### config.mk
export PLATFORM = sky130hd
export DESIGN_NAME = int_alu_cc
export DESIGN_NICKNAME = d
export VERILOG_FILES = /design/src/rtl/alu_cc_pkg.sv /design/src/rtl/operand_sel.sv /design/src/rtl/addsub_unit.sv /design/src/rtl/flag_calc.sv /design/src/rtl/cc_reg.sv /design/src/rtl/int_alu_cc.sv
export SDC_FILE = /design/constraint.sdc
export NUM_CORES = 1
export LEC_CHECK = 0
export BUFFER_PORTS_ARGS = -buffer_cell sky130_fd_sc_hd__buf_2
export CAP_MARGIN = 20
export CORE_AREA = 2 2 76 78
export DETAILED_ROUTE_END_ITERATION = 10
export DIE_AREA = 0 0 78 80
export GPL_TIMING_DRIVEN = 1
export PLACE_DENSITY = 0.86
export SYNTH_ARGS = -nofsm -noshare
export SYNTH_HDL_FRONTEND = slang
export SYNTH_SLANG_ARGS = --single-unit
### constraint.sdc
create_clock -name clk -period 11.1 [get_ports clk]
set_input_delay 2.22 -clock clk [delete_from_list [all_inputs] [get_ports clk]]
set_output_delay 2.22 -clock clk [all_outputs]
set_load 0.03 [all_outputs]
### src/rtl/alu_cc_pkg.sv
package alu_cc_pkg;

  // Condition flags, packed so that bit 3 = negative and bit 0 = carry.
  typedef struct packed {
    logic neg;
    logic zero;
    logic ovf;
    logic carry;
  } cc_t;

  typedef enum logic {
    ARITH_ADD = 1'b0,
    ARITH_SUB = 1'b1
  } arith_op_e;

  localparam int unsigned CC_W = $bits(cc_t);

endpackage

### src/rtl/operand_sel.sv
module operand_sel #(
  parameter int unsigned DATA_W = 32,
  parameter int unsigned IMM_W  = 13
) (
  input  logic              imm_sel,
  input  logic [DATA_W-1:0] reg_val,
  input  logic [IMM_W-1:0]  imm_val,
  output logic [DATA_W-1:0] op2
);

  logic [DATA_W-1:0] imm_ext;

  generate
    if (IMM_W < DATA_W) begin : g_extend
      localparam int unsigned PAD_W = DATA_W - IMM_W;
      assign imm_ext = {{PAD_W{imm_val[IMM_W-1]}}, imm_val};
    end else begin : g_trunc
      assign imm_ext = imm_val[DATA_W-1:0];
    end
  endgenerate

  always_comb begin
    op2 = imm_sel ? imm_ext : reg_val;
  end

endmodule

### src/rtl/addsub_unit.sv
module addsub_unit #(
  parameter int unsigned DATA_W = 32
) (
  input  alu_cc_pkg::arith_op_e op,
  input  logic [DATA_W-1:0]     a,
  input  logic [DATA_W-1:0]     b,
  output logic [DATA_W-1:0]     sum,
  output logic                  carry_out
);

  localparam int unsigned EXT_W = DATA_W + 1;

  logic [DATA_W-1:0] b_eff;
  logic [EXT_W-1:0]  wide;
  logic              cin;

  always_comb begin
    cin   = (op == alu_cc_pkg::ARITH_SUB);
    b_eff = cin ? ~b : b;
    wide  = {1'b0, a} + {1'b0, b_eff} + {{DATA_W{1'b0}}, cin};
    sum       = wide[DATA_W-1:0];
    carry_out = wide[DATA_W];
  end

endmodule

### src/rtl/flag_calc.sv
module flag_calc #(
  parameter int unsigned DATA_W = 32
) (
  input  alu_cc_pkg::arith_op_e op,
  input  logic                  a_msb,
  input  logic                  b_msb,
  input  logic [DATA_W-1:0]     sum,
  input  logic                  carry_out,
  output alu_cc_pkg::cc_t       flags
);

  logic is_sub;
  logic sign_clash;

  always_comb begin
    is_sub     = (op == alu_cc_pkg::ARITH_SUB);
    // Add overflows on like signs, subtract on unlike signs.
    sign_clash = is_sub ? (a_msb != b_msb) : (a_msb == b_msb);
    flags.neg   = sum[DATA_W-1];
    flags.zero  = (sum == '0);
    flags.ovf   = sign_clash && (sum[DATA_W-1] != a_msb);
    // a + ~b + 1 carries out exactly when no borrow occurs.
    flags.carry = is_sub ? ~carry_out : carry_out;
  end

endmodule

### src/rtl/cc_reg.sv
module cc_reg (
  input  logic            clk,
  input  logic            rst_n,
  input  logic            load,
  input  alu_cc_pkg::cc_t d,
  output alu_cc_pkg::cc_t q
);

  always_ff @(posedge clk or negedge rst_n) begin
    if (!rst_n) begin
      q <= '0;
    end else if (load) begin
      q <= d;
    end
  end

endmodule

### src/rtl/int_alu_cc.sv
module int_alu_cc #(
  parameter int unsigned DATA_W = 32,
  parameter int unsigned IMM_W  = 13
) (
  input  logic              clk,
  input  logic              rst_n,
  input  logic              alu_en,
  input  logic              op_sub,
  input  logic              set_cc,
  input  logic              imm_sel,
  input  logic [DATA_W-1:0] rs1_data,
  input  logic [DATA_W-1:0] rs2_data,
  input  logic [IMM_W-1:0]  imm_field,
  output logic [DATA_W-1:0] result,
  output logic [3:0]        cc_flags
);

  alu_cc_pkg::arith_op_e op;
  alu_cc_pkg::cc_t       next_cc;
  alu_cc_pkg::cc_t       cur_cc;
  logic [DATA_W-1:0]     op2;
  logic [DATA_W-1:0]     sum;
  logic                  carry_out;
  logic                  cc_load;

  assign op      = op_sub ? alu_cc_pkg::ARITH_SUB : alu_cc_pkg::ARITH_ADD;
  assign cc_load = alu_en & set_cc;

  operand_sel #(.DATA_W(DATA_W), .IMM_W(IMM_W)) u_opsel (
    .imm_sel (imm_sel),
    .reg_val (rs2_data),
    .imm_val (imm_field),
    .op2     (op2)
  );

  addsub_unit #(.DATA_W(DATA_W)) u_addsub (
    .op        (op),
    .a         (rs1_data),
    .b         (op2),
    .sum       (sum),
    .carry_out (carry_out)
  );

  flag_calc #(.DATA_W(DATA_W)) u_flags (
    .op        (op),
    .a_msb     (rs1_data[DATA_W-1]),
    .b_msb     (op2[DATA_W-1]),
    .sum       (sum),
    .carry_out (carry_out),
    .flags     (next_cc)
  );

  cc_reg u_ccreg (
    .clk   (clk),
    .rst_n (rst_n),
    .load  (cc_load),
    .d     (next_cc),
    .q     (cur_cc)
  );

  assign result   = sum;
  assign cc_flags = cur_cc;

endmodule

After elaboration in Yosys (flattened, before gate mapping)
Index checks and enable logic that the tools add are counted.
{ "totals": {"elab_cells": 19, "input_bits": 83, "regBits": 4, "out_inout_bits": 36} }
{ "classes": {"bitwise_logic": 3, "addsub": 2, "n_reduce_logical": 2, "muxes": 5, "eq_ne": 3} }
{ "op_table": {"columns": ["cell", "n"], "rows": [
  ["$mux W32", 2],
  ["$add A32 B32 Y33", 1],
  ["$add A33 B1 Y33", 1],
  ["$logic_not A32 Y1", 1],
  ["$not A32 Y32", 1],
  ["$mux W1", 3],
  ["$ne A1 B1 Y1", 2],
  ["$and A1 B1 Y1", 1],
  ["$eq A1 B1 Y1", 1],
  ["$logic_and A1 B1 Y1", 1],
  ["$not A1 Y1", 1]
]} }

Longest topological paths before layout
Gate-level depths: netlist of run 1.
{ "depth": {"depth_word": 7, "ltp_mapped": 17, "ltp_nobuf": 13} }

Cells and area by module
Synthesis of run 1 repeated with hierarchy kept, for this count alone.
{ "unflattened": {"hier_cells": 362, "area_unflattened_um2": 2977.9} }
{ "by_module_without_submodules": {"columns": ["mod", "area_each_um2", "cells_each", "n_inst", "seq_area_each_um2"], "rows": [
  ["addsub_unit", 2154.6, 298, 1, 0.0],
  ["operand_sel", 551.8, 38, 1, 0.0],
  ["cc_reg", 145.1, 8, 1, 100.1],
  ["flag_calc", 120.1, 17, 1, 0.0],
  ["int_alu_cc", 6.3, 1, 1, 0.0]
]} }

Worst setup path before layout of run 1
OpenSTA, ideal clock, no wires.
{ "synth_path": {"path_kind": "input to output", "startpoint": "input port imm_sel", "endpoint": "output port result[26]", "path_slack_ns": 3.342, "t_arrival_ns": 5.538, "stages": 13, "n_path_buf": 3, "required_ns": 8.880, "cell_sequence": "buf_6 clkbuf_1 mux2i_1 xnor2_1 ha_1 clkbuf_1 o211a_1 o2111a_1 a21boi_1 o211ai_1 a21oi_1 o21ai_0 a211oi_1"} }
{ "synth_between": {"elab_chain_len": 5} }
{ "synth_rtl": {"columns": ["item", "line", "source"], "rows": [
  ["start: declaration", "int_alu_cc.sv:10", "input logic imm_sel,"],
  ["$mux W32 (*)", "operand_sel.sv:23", "op2 = imm_sel ? imm_ext : reg_val;"],
  ["$not A32 Y32", "addsub_unit.sv:19", "b_eff = cin ? ~b : b;"],
  ["$mux W32 (*)", "addsub_unit.sv:19", null],
  ["$add A32 B32 Y33 (*)", "addsub_unit.sv:20", "wide = {1'b0, a} + {1'b0, b_eff} + {{DATA_W{1'b0}}, cin};"],
  ["$add A33 B1 Y33 (*)", "addsub_unit.sv:20", null],
  ["end: declaration", "int_alu_cc.sv:14", "output logic [DATA_W-1:0] result,"]
]} }
Every way passes the cells marked *; elsewhere a longest branch is shown, timed or not.

Final worst setup path of run 1
{ "layout_path": {"startpoint": "input port imm_sel", "endpoint": "output port result[31]"} }
The elaborated chain is that of the path after synthesis.

==> results of run 1 <==
critical path, delay by kind of cell:
kind / cells / cell delay [ps]
AO/OA/AOI/OAI: 7 / 1820
XOR/XNOR: 1 / 180
adder cells (fa/ha/maj): 1 / 380
buffers and inverters: 2 / 610
AND/OR/NAND/NOR: 2 / 1020
final timing paths:
kind | slack, ps | from | depth (start not counted) | endpoint
setup / recovery | 2650 | imm_sel | 13 | result[31]
hold / removal | 480 | u_ccreg.q[2]$_DFFE_PN0P_ | 2 | u_ccreg.q[2]$_DFFE_PN0P_
setup reg to reg | 10360 | u_ccreg.q[3]$_DFFE_PN0P_ | 1 | u_ccreg.q[3]$_DFFE_PN0P_
hold reg to reg | 480 | u_ccreg.q[2]$_DFFE_PN0P_ | 2 | u_ccreg.q[2]$_DFFE_PN0P_
max in group asynchronous | 9170 | rst_n | 1 | u_ccreg.q[3]$_DFFE_PN0P_
min in group asynchronous | 1800 | rst_n | 1 | u_ccreg.q[2]$_DFFE_PN0P_
metrics by stage:
step	power (mW)	hold slack (ps)	std cells	cell area, sq um	util (%)
6_report	0.4723	482.7	569	3465	64.10
5_1_grt	0.5051	525.7	569	3465	64.10
4_1_cts	0.4678	485.4	569	3465	64.10
3_5_place_dp	0.4340	478.6	566	3423	63.33
3_3_place_gp	0.4276	467.3	566	3423	63.33
2_1_floorplan	0.3299	651.1	393	2818	-
metal layers:
metal  wire [um]  GRT usage [%]
met1        3612          32.66
met2        4336          50.34
met3         628          2.828
met4         208          7.719
met5           0              0
final cells by class:
type | count | share of cell area, %
inverter | 13 | 1.408
multi-input combinational | 359 | 74.86
timing repair buffer | 118 | 17.05
sequential | 4 | 2.889
tap | 72 | 2.600
clock buffer | 3 | 1.192
placed cells by master (no fill, tap or decap), drive strengths merged, types with 5 or more instances in the layout:
| cell | n |
|---|---|
| buf | 118 |
| a21oi | 53 |
| xnor2 | 43 |
| ha | 33 |
| nand2 | 25 |
| o21ai | 24 |
| nor2 | 23 |
| mux2i | 15 |
| inv | 13 |
| nand3 | 12 |
| a21o | 9 |
| nor3 | 9 |
| nor2b | 7 |
| and2 | 6 |
| and3 | 6 |
| nand4 | 6 |
| o211ai | 6 |
| xor2 | 6 |
| or4 | 6 |
| a211o | 5 |
cells by family after synthesis:
family / synth area share [%]
xor+xnor: 15.23
buf+inv: 4.396
mux: 6.572
simple gates: 22.38
flops: 3.553
fa+ha+maj: 15.36
compound gates: 32.50
power by group through the flow:
stage | logic, mW | registers, mW | clock network (mW)
2_1_floorplan | 0.304 | 0.0264 | 0
3_3_place_gp | 0.408 | 0.0196 | 0
3_5_place_dp | 0.414 | 0.0197 | 0
4_1_cts | 0.417 | 0.0197 | 0.0316
5_1_grt | 0.453 | 0.0200 | 0.0322
6_report | 0.421 | 0.0197 | 0.0313
==> results.toml, run 1 <==
[critical_path]
worstPathRequired_ps = 8880
worst-setup-path-type = "in2out"
worst_path_max_delay_cell = "sky130_fd_sc_hd__and2_1"
largest_driver_fanout_on_the_critical_path = 20
max_stage_delay_ps = 650
crit_chain = "buf_2 -> and2_1 -> a21oi_1 -> xnor2_1 -> ha_1 -> a21o_1 -> o21bai_1 -> a311oi_1 -> a31oi_1 -> o21bai_1 -> or3b_1 -> o211ai_1 -> buf_2"
critical_path.startpoint_type = "primary input"
cp-end-kind = "primary output"
cp_data_arrival_time_ps = 6230

[run_status]
run_status = "complete, no violations"

[sta]
timing_hold_violations_final = 0
timing.max_slew.rel_slack_pct = 36.33
tightest_slew_ps = 955.0
timing.fmax_ghz = 0.1183
min_period_over_period_pct = 76.14
setup_slack_ps = 2649
setup_viol_count_final = 0
skew_ps = 0
final.setup.tns_ps = 0
min_period_ps = 8451
maxSlewViolCount = 0
rsz_0062_raised_after_global_routing = "false"

[finish]
finalNetCount = 616
max_flop_register = "u_ccreg.q"
area_of_the_multi_input_gates_sq_um = 2594
area_taken_by_flip_flops_and_latches_sq_um = 100.1
post_route_cells_drive_above_1_share_pct = 26.76
fill_cells = 507
layout-area-overhead-vs-synth_pct = 22.96
antenna_cells_inserted = 0
largest_register_ffs = 4
top_regs = "u_ccreg.q: 4 flops"

[global_route]
grt_usage_pct = 27.03
grt_antenna_before_repair = 0
globalRoute.totalOverflow = 0
pin_count_of_the_biggest_net_entering_global_routing = 35
first_global_vias = 3230
grt_first_pass_wirelength_um = 14150

[route]
route.final.wire_length_um = 8785
antenna_violating_nets_post_route = 0
drtPass1Iterations = 5
routedWlPerCell_um = 15.44
num_vias = 3458
post_dr_vias_cell = 6.077
drc = 0
initialDrtViolationCount = 222

[floorplanning]
floorplan.io_pins = 119
core.rowCount = 27
fp.coreArea_sq_um = 5405
die_x_um = 78
fp.dieArea_sq_um = 6240
initial_utilization_pct = 52.13
die_h_um = 80

[yosys]
syn_area_per_cell_sq_um = 7.170
synth_edf_count = 0
postSynth.asyncResetShare_pct = 100.0
mappedNetlistNets = 510
synth.distinct_cells = 66
synth_seq_area_share_pct = 3.552
post_synth_main_area_contributors = "sky130_fd_sc_hd__ha_1 15%, sky130_fd_sc_hd__xnor2_1 13%, sky130_fd_sc_hd__a21oi_1 9.4%"
synth.cells.most_frequent = "53 x sky130_fd_sc_hd__a21oi_1, 43 x sky130_fd_sc_hd__xnor2_1, 33 x sky130_fd_sc_hd__ha_1, 25 x sky130_fd_sc_hd__nand2_1, 23 x sky130_fd_sc_hd__nor2_1"
ys_seq_elements = 4
syn-cell-area_sq_um = 2818
synthDominantAreaCellType = "sky130_fd_sc_hd__ha_1"
post_synth_inst_count = 393
yosysMostFrequentCell = "sky130_fd_sc_hd__a21oi_1"
ys.flop_type = "sky130_fd_sc_hd__dfrtp_1"
synthesis.yosys.warnings = 0
synth_top_area_share_pct = 14.65

[power]
swShare_pct = 59.98
netSwitchingPower_mw = 0.2833
power-per-cell-area_nw_per_um2 = 136.3
cellLeakagePower_nw = 1.640
gate_power_share_pct = 89.2
worst_ir_drop_vdd_mv = 0.07594
power.share.clock_pct = 6.6
p_seq_share_pct = 4.2
cellInternalPower_mw = 0.1890

[cts]
cts_resized = 0
clock_tree_root_buffer_cell = "sky130_fd_sc_hd__clkbuf_8"
sinks_on_the_clock_net = 4
post-cts-setup-buffers = 0
hold_bufs_inserted_after_cts = 0
clk-insertion-delay-late_ps = 220
cts-root-to-sink-buffers = 2
cts.htree.levels = 1
clock_tree_from_tritoncts = "built"
clkSlewWorstSetupHoldPaths_ps = 30
tritoncts.num_buffers = 3

[placement]
io_buffers = 118
worst_slack_after_detailed_placement_ps = 2758
place.detailed.hpwl_um = 7320
place.gp.congestion = 0.9451

[worst_hold_path]
hold_path.class = "reg2reg"

[job]
timing.max_cap.violations = 0
No activity file was read; power rests on OpenSTA's default activity.
==> run 2, diff against run 1 <==
Settings changed: CORE_AREA 2 2 76 78 to 2 2 83 85, DIE_AREA 0 0 78 80 to 0 0 85 87, PLACE_DENSITY 0.86 to 0.77.
Clock period 11.1 ns to 7.3 ns, I/O delays scaled along.
==> run 2 against run 1 <==
  * Clock-buffer cell count unchanged
  * Critical path depth unchanged
  * Final area up 0.51%
  * Core utilization shrank 11 points
  * Critical path type unchanged
==> results.toml, run 2 (synthesized netlist as in run 1, its figures left out) <==
[finish]
layout_commonest_cell = "sky130_fd_sc_hd__buf_2"
antenna_cells_inserted = 0
fin_area_sq_um = 3482
max_flop_register = "u_ccreg.q"
layout.core_utilization_pct = 53.01
finalNetCount = 617
layout.cells.most_common_list = "118 x sky130_fd_sc_hd__buf_2, 53 x sky130_fd_sc_hd__a21oi_1, 43 x sky130_fd_sc_hd__xnor2_1, 33 x sky130_fd_sc_hd__ha_1, 25 x sky130_fd_sc_hd__nand2_1"
top_regs = "u_ccreg.q: 4 flops"
post_route_cells_drive_above_1_share_pct = 26.91
largest_register_ffs = 4
layoutNonFillerInstCount = 578
layout-area-overhead-vs-synth_pct = 23.58

[cts]
post-cts-setup-buffers = 0
cts_resized = 0
clock_tree_from_tritoncts = "built"
tritoncts.num_buffers = 3
clock_tree_root_buffer_cell = "sky130_fd_sc_hd__clkbuf_8"
cts-root-to-sink-buffers = 2
cts.htree.levels = 1
clk-insertion-delay-late_ps = 210
sinks_on_the_clock_net = 4
hold_bufs_inserted_after_cts = 0
clkSlewWorstSetupHoldPaths_ps = 30

[route]
routedWlPerCell_um = 14.91
wl_met2_um = 4123
num_vias = 3414
wl_met1_um = 3612
drc = 0
initialDrtViolationCount = 209
route.final.wire_length_um = 8620
drtPass1Iterations = 6
top_layer = "met4"
met3_length_um = 637
antenna_violating_nets_post_route = 0
post_dr_vias_cell = 5.907

[power]
worst_ir_drop_vdd_mv = 0.1271
swShare_pct = 59.77
cellLeakagePower_nw = 1.645
p_seq_share_pct = 4.1
power.share.clock_pct = 6.5
netSwitchingPower_mw = 0.4276
power-per-cell-area_nw_per_um2 = 205.5
gate_power_share_pct = 89.4
cellInternalPower_mw = 0.2878

[sta]
maxSlewViolCount = 0
timing.fmax_ghz = 0.1519
timing_hold_violations_final = 0
tightest_slew_ps = 913.8
setup_viol_count_final = 0
timing.max_slew.rel_slack_pct = 39.08
rsz_0062_raised_after_global_routing = "false"
min_period_ps = 6581
min_period_over_period_pct = 90.15
skew_ps = 0
final.setup.tns_ps = 0

[global_route]
grt_usage_pct = 21.59
pin_count_of_the_biggest_net_entering_global_routing = 35
grt_antenna_before_repair = 0
grt_first_pass_wirelength_um = 13370
first_global_vias = 3045
globalRoute.totalOverflow = 0

[critical_path]
largest_driver_fanout_on_the_critical_path = 20
cp-end-kind = "primary output"
crit_chain = "buf_2 -> inv_1 -> a21oi_1 -> xnor2_1 -> ha_1 -> a21o_1 -> o21bai_1 -> a311oi_1 -> a31oi_1 -> o21bai_1 -> or3b_1 -> o211ai_1 -> buf_2"
critical_path_buf_inv_count = 3
worstPathRequired_ps = 5840
worst-setup-path-type = "in2out"
regToRegStartpoint = "u_ccreg.q[3]$_DFFE_PN0P_"
max_stage_delay_ps = 490
worst_path_max_delay_cell = "sky130_fd_sc_hd__a311oi_1"
cp_top_family = "compound AO/OA/AOI/OAI gates"
cp_data_arrival_time_ps = 5120
critical_path.startpoint = "imm_sel"
critical_path.startpoint_type = "primary input"

[placement]
place.detailed.hpwl_um = 7345
place.gp.congestion = 0.8962
io_buffers = 118
numPlacedInstances = 575
detailed_place.area_sq_um = 3441

[floorplanning]
floorplan.io_pins = 119
fp.dieArea_sq_um = 7395
initial_utilization_pct = 42.90
fp.coreArea_sq_um = 6569
die_h_um = 87
core.rowCount = 30
die_x_um = 85

[worst_hold_path]
hold_path.class = "reg2reg"
timing.hold.worst.start = "u_ccreg.q[1]$_DFFE_PN0P_"

[run_status]
run_status = "complete, no violations"

[job]
timing.max_cap.violations = 0
## run 2: worst paths after layout
| path | endpoint | slack [ps] | cells after the start |
|---|---|---|---|
| min in group asynchronous | u_ccreg.q[2]$_DFFE_PN0P_ | 1040 | 1 |
| max | result[31] | 720 | 13 |
| max reg2reg | u_ccreg.q[3]$_DFFE_PN0P_ | 6560 | 1 |
| max in group asynchronous | u_ccreg.q[0]$_DFFE_PN0P_ | 6140 | 1 |
| min reg2reg | u_ccreg.q[1]$_DFFE_PN0P_ | 480 | 2 |
| min | u_ccreg.q[1]$_DFFE_PN0P_ | 480 | 2 |
## run 2: through the flow
step                total power [mW]  hold slack (ps)  worst slack, ps
detailed placement            0.6612            473.9            728.7
global placement              0.6540            470.6            850.4
floorplan                     0.5017            651.1             1062
CTS                           0.7115            480.5            720.7
finish                        0.7154            480.4            718.8
global route                  0.7687            513.8            428.7
## run 2: worst min-delay path, cell delays in order, from the launching register on
cell,delay (ps)
sky130_fd_sc_hd__dfrtp_1,330
sky130_fd_sc_hd__nand2_1,50
sky130_fd_sc_hd__o21ai_1,60
## run 2: power by group through the flow
stage / Sequential, mW / Combinational [mW] / Clock [mW]
after CTS: 0.0295 / 0.634 / 0.0476
after detailed placement: 0.0297 / 0.632 / 0
after floorplan: 0.0402 / 0.461 / 0
final: 0.0294 / 0.640 / 0.0463
after global placement: 0.0295 / 0.625 / 0
after global routing: 0.0300 / 0.689 / 0.0497
## run 2: per-layer routing
metal	track usage (%)	vias up
li1	-	1698
met2	38.14	155
met3	2.938	21
met4	6.349	0
met5	0	-
met1	27.27	1540
## run 2: final cells by class
type	instances	area [sq um]
inverters	13	48.80
clock buffers	3	41.29
flip-flops and latches	4	100.1
fillers	618	3087
multi-input cells	359	2594
repair buffers	119	598.1
well taps	80	100.1
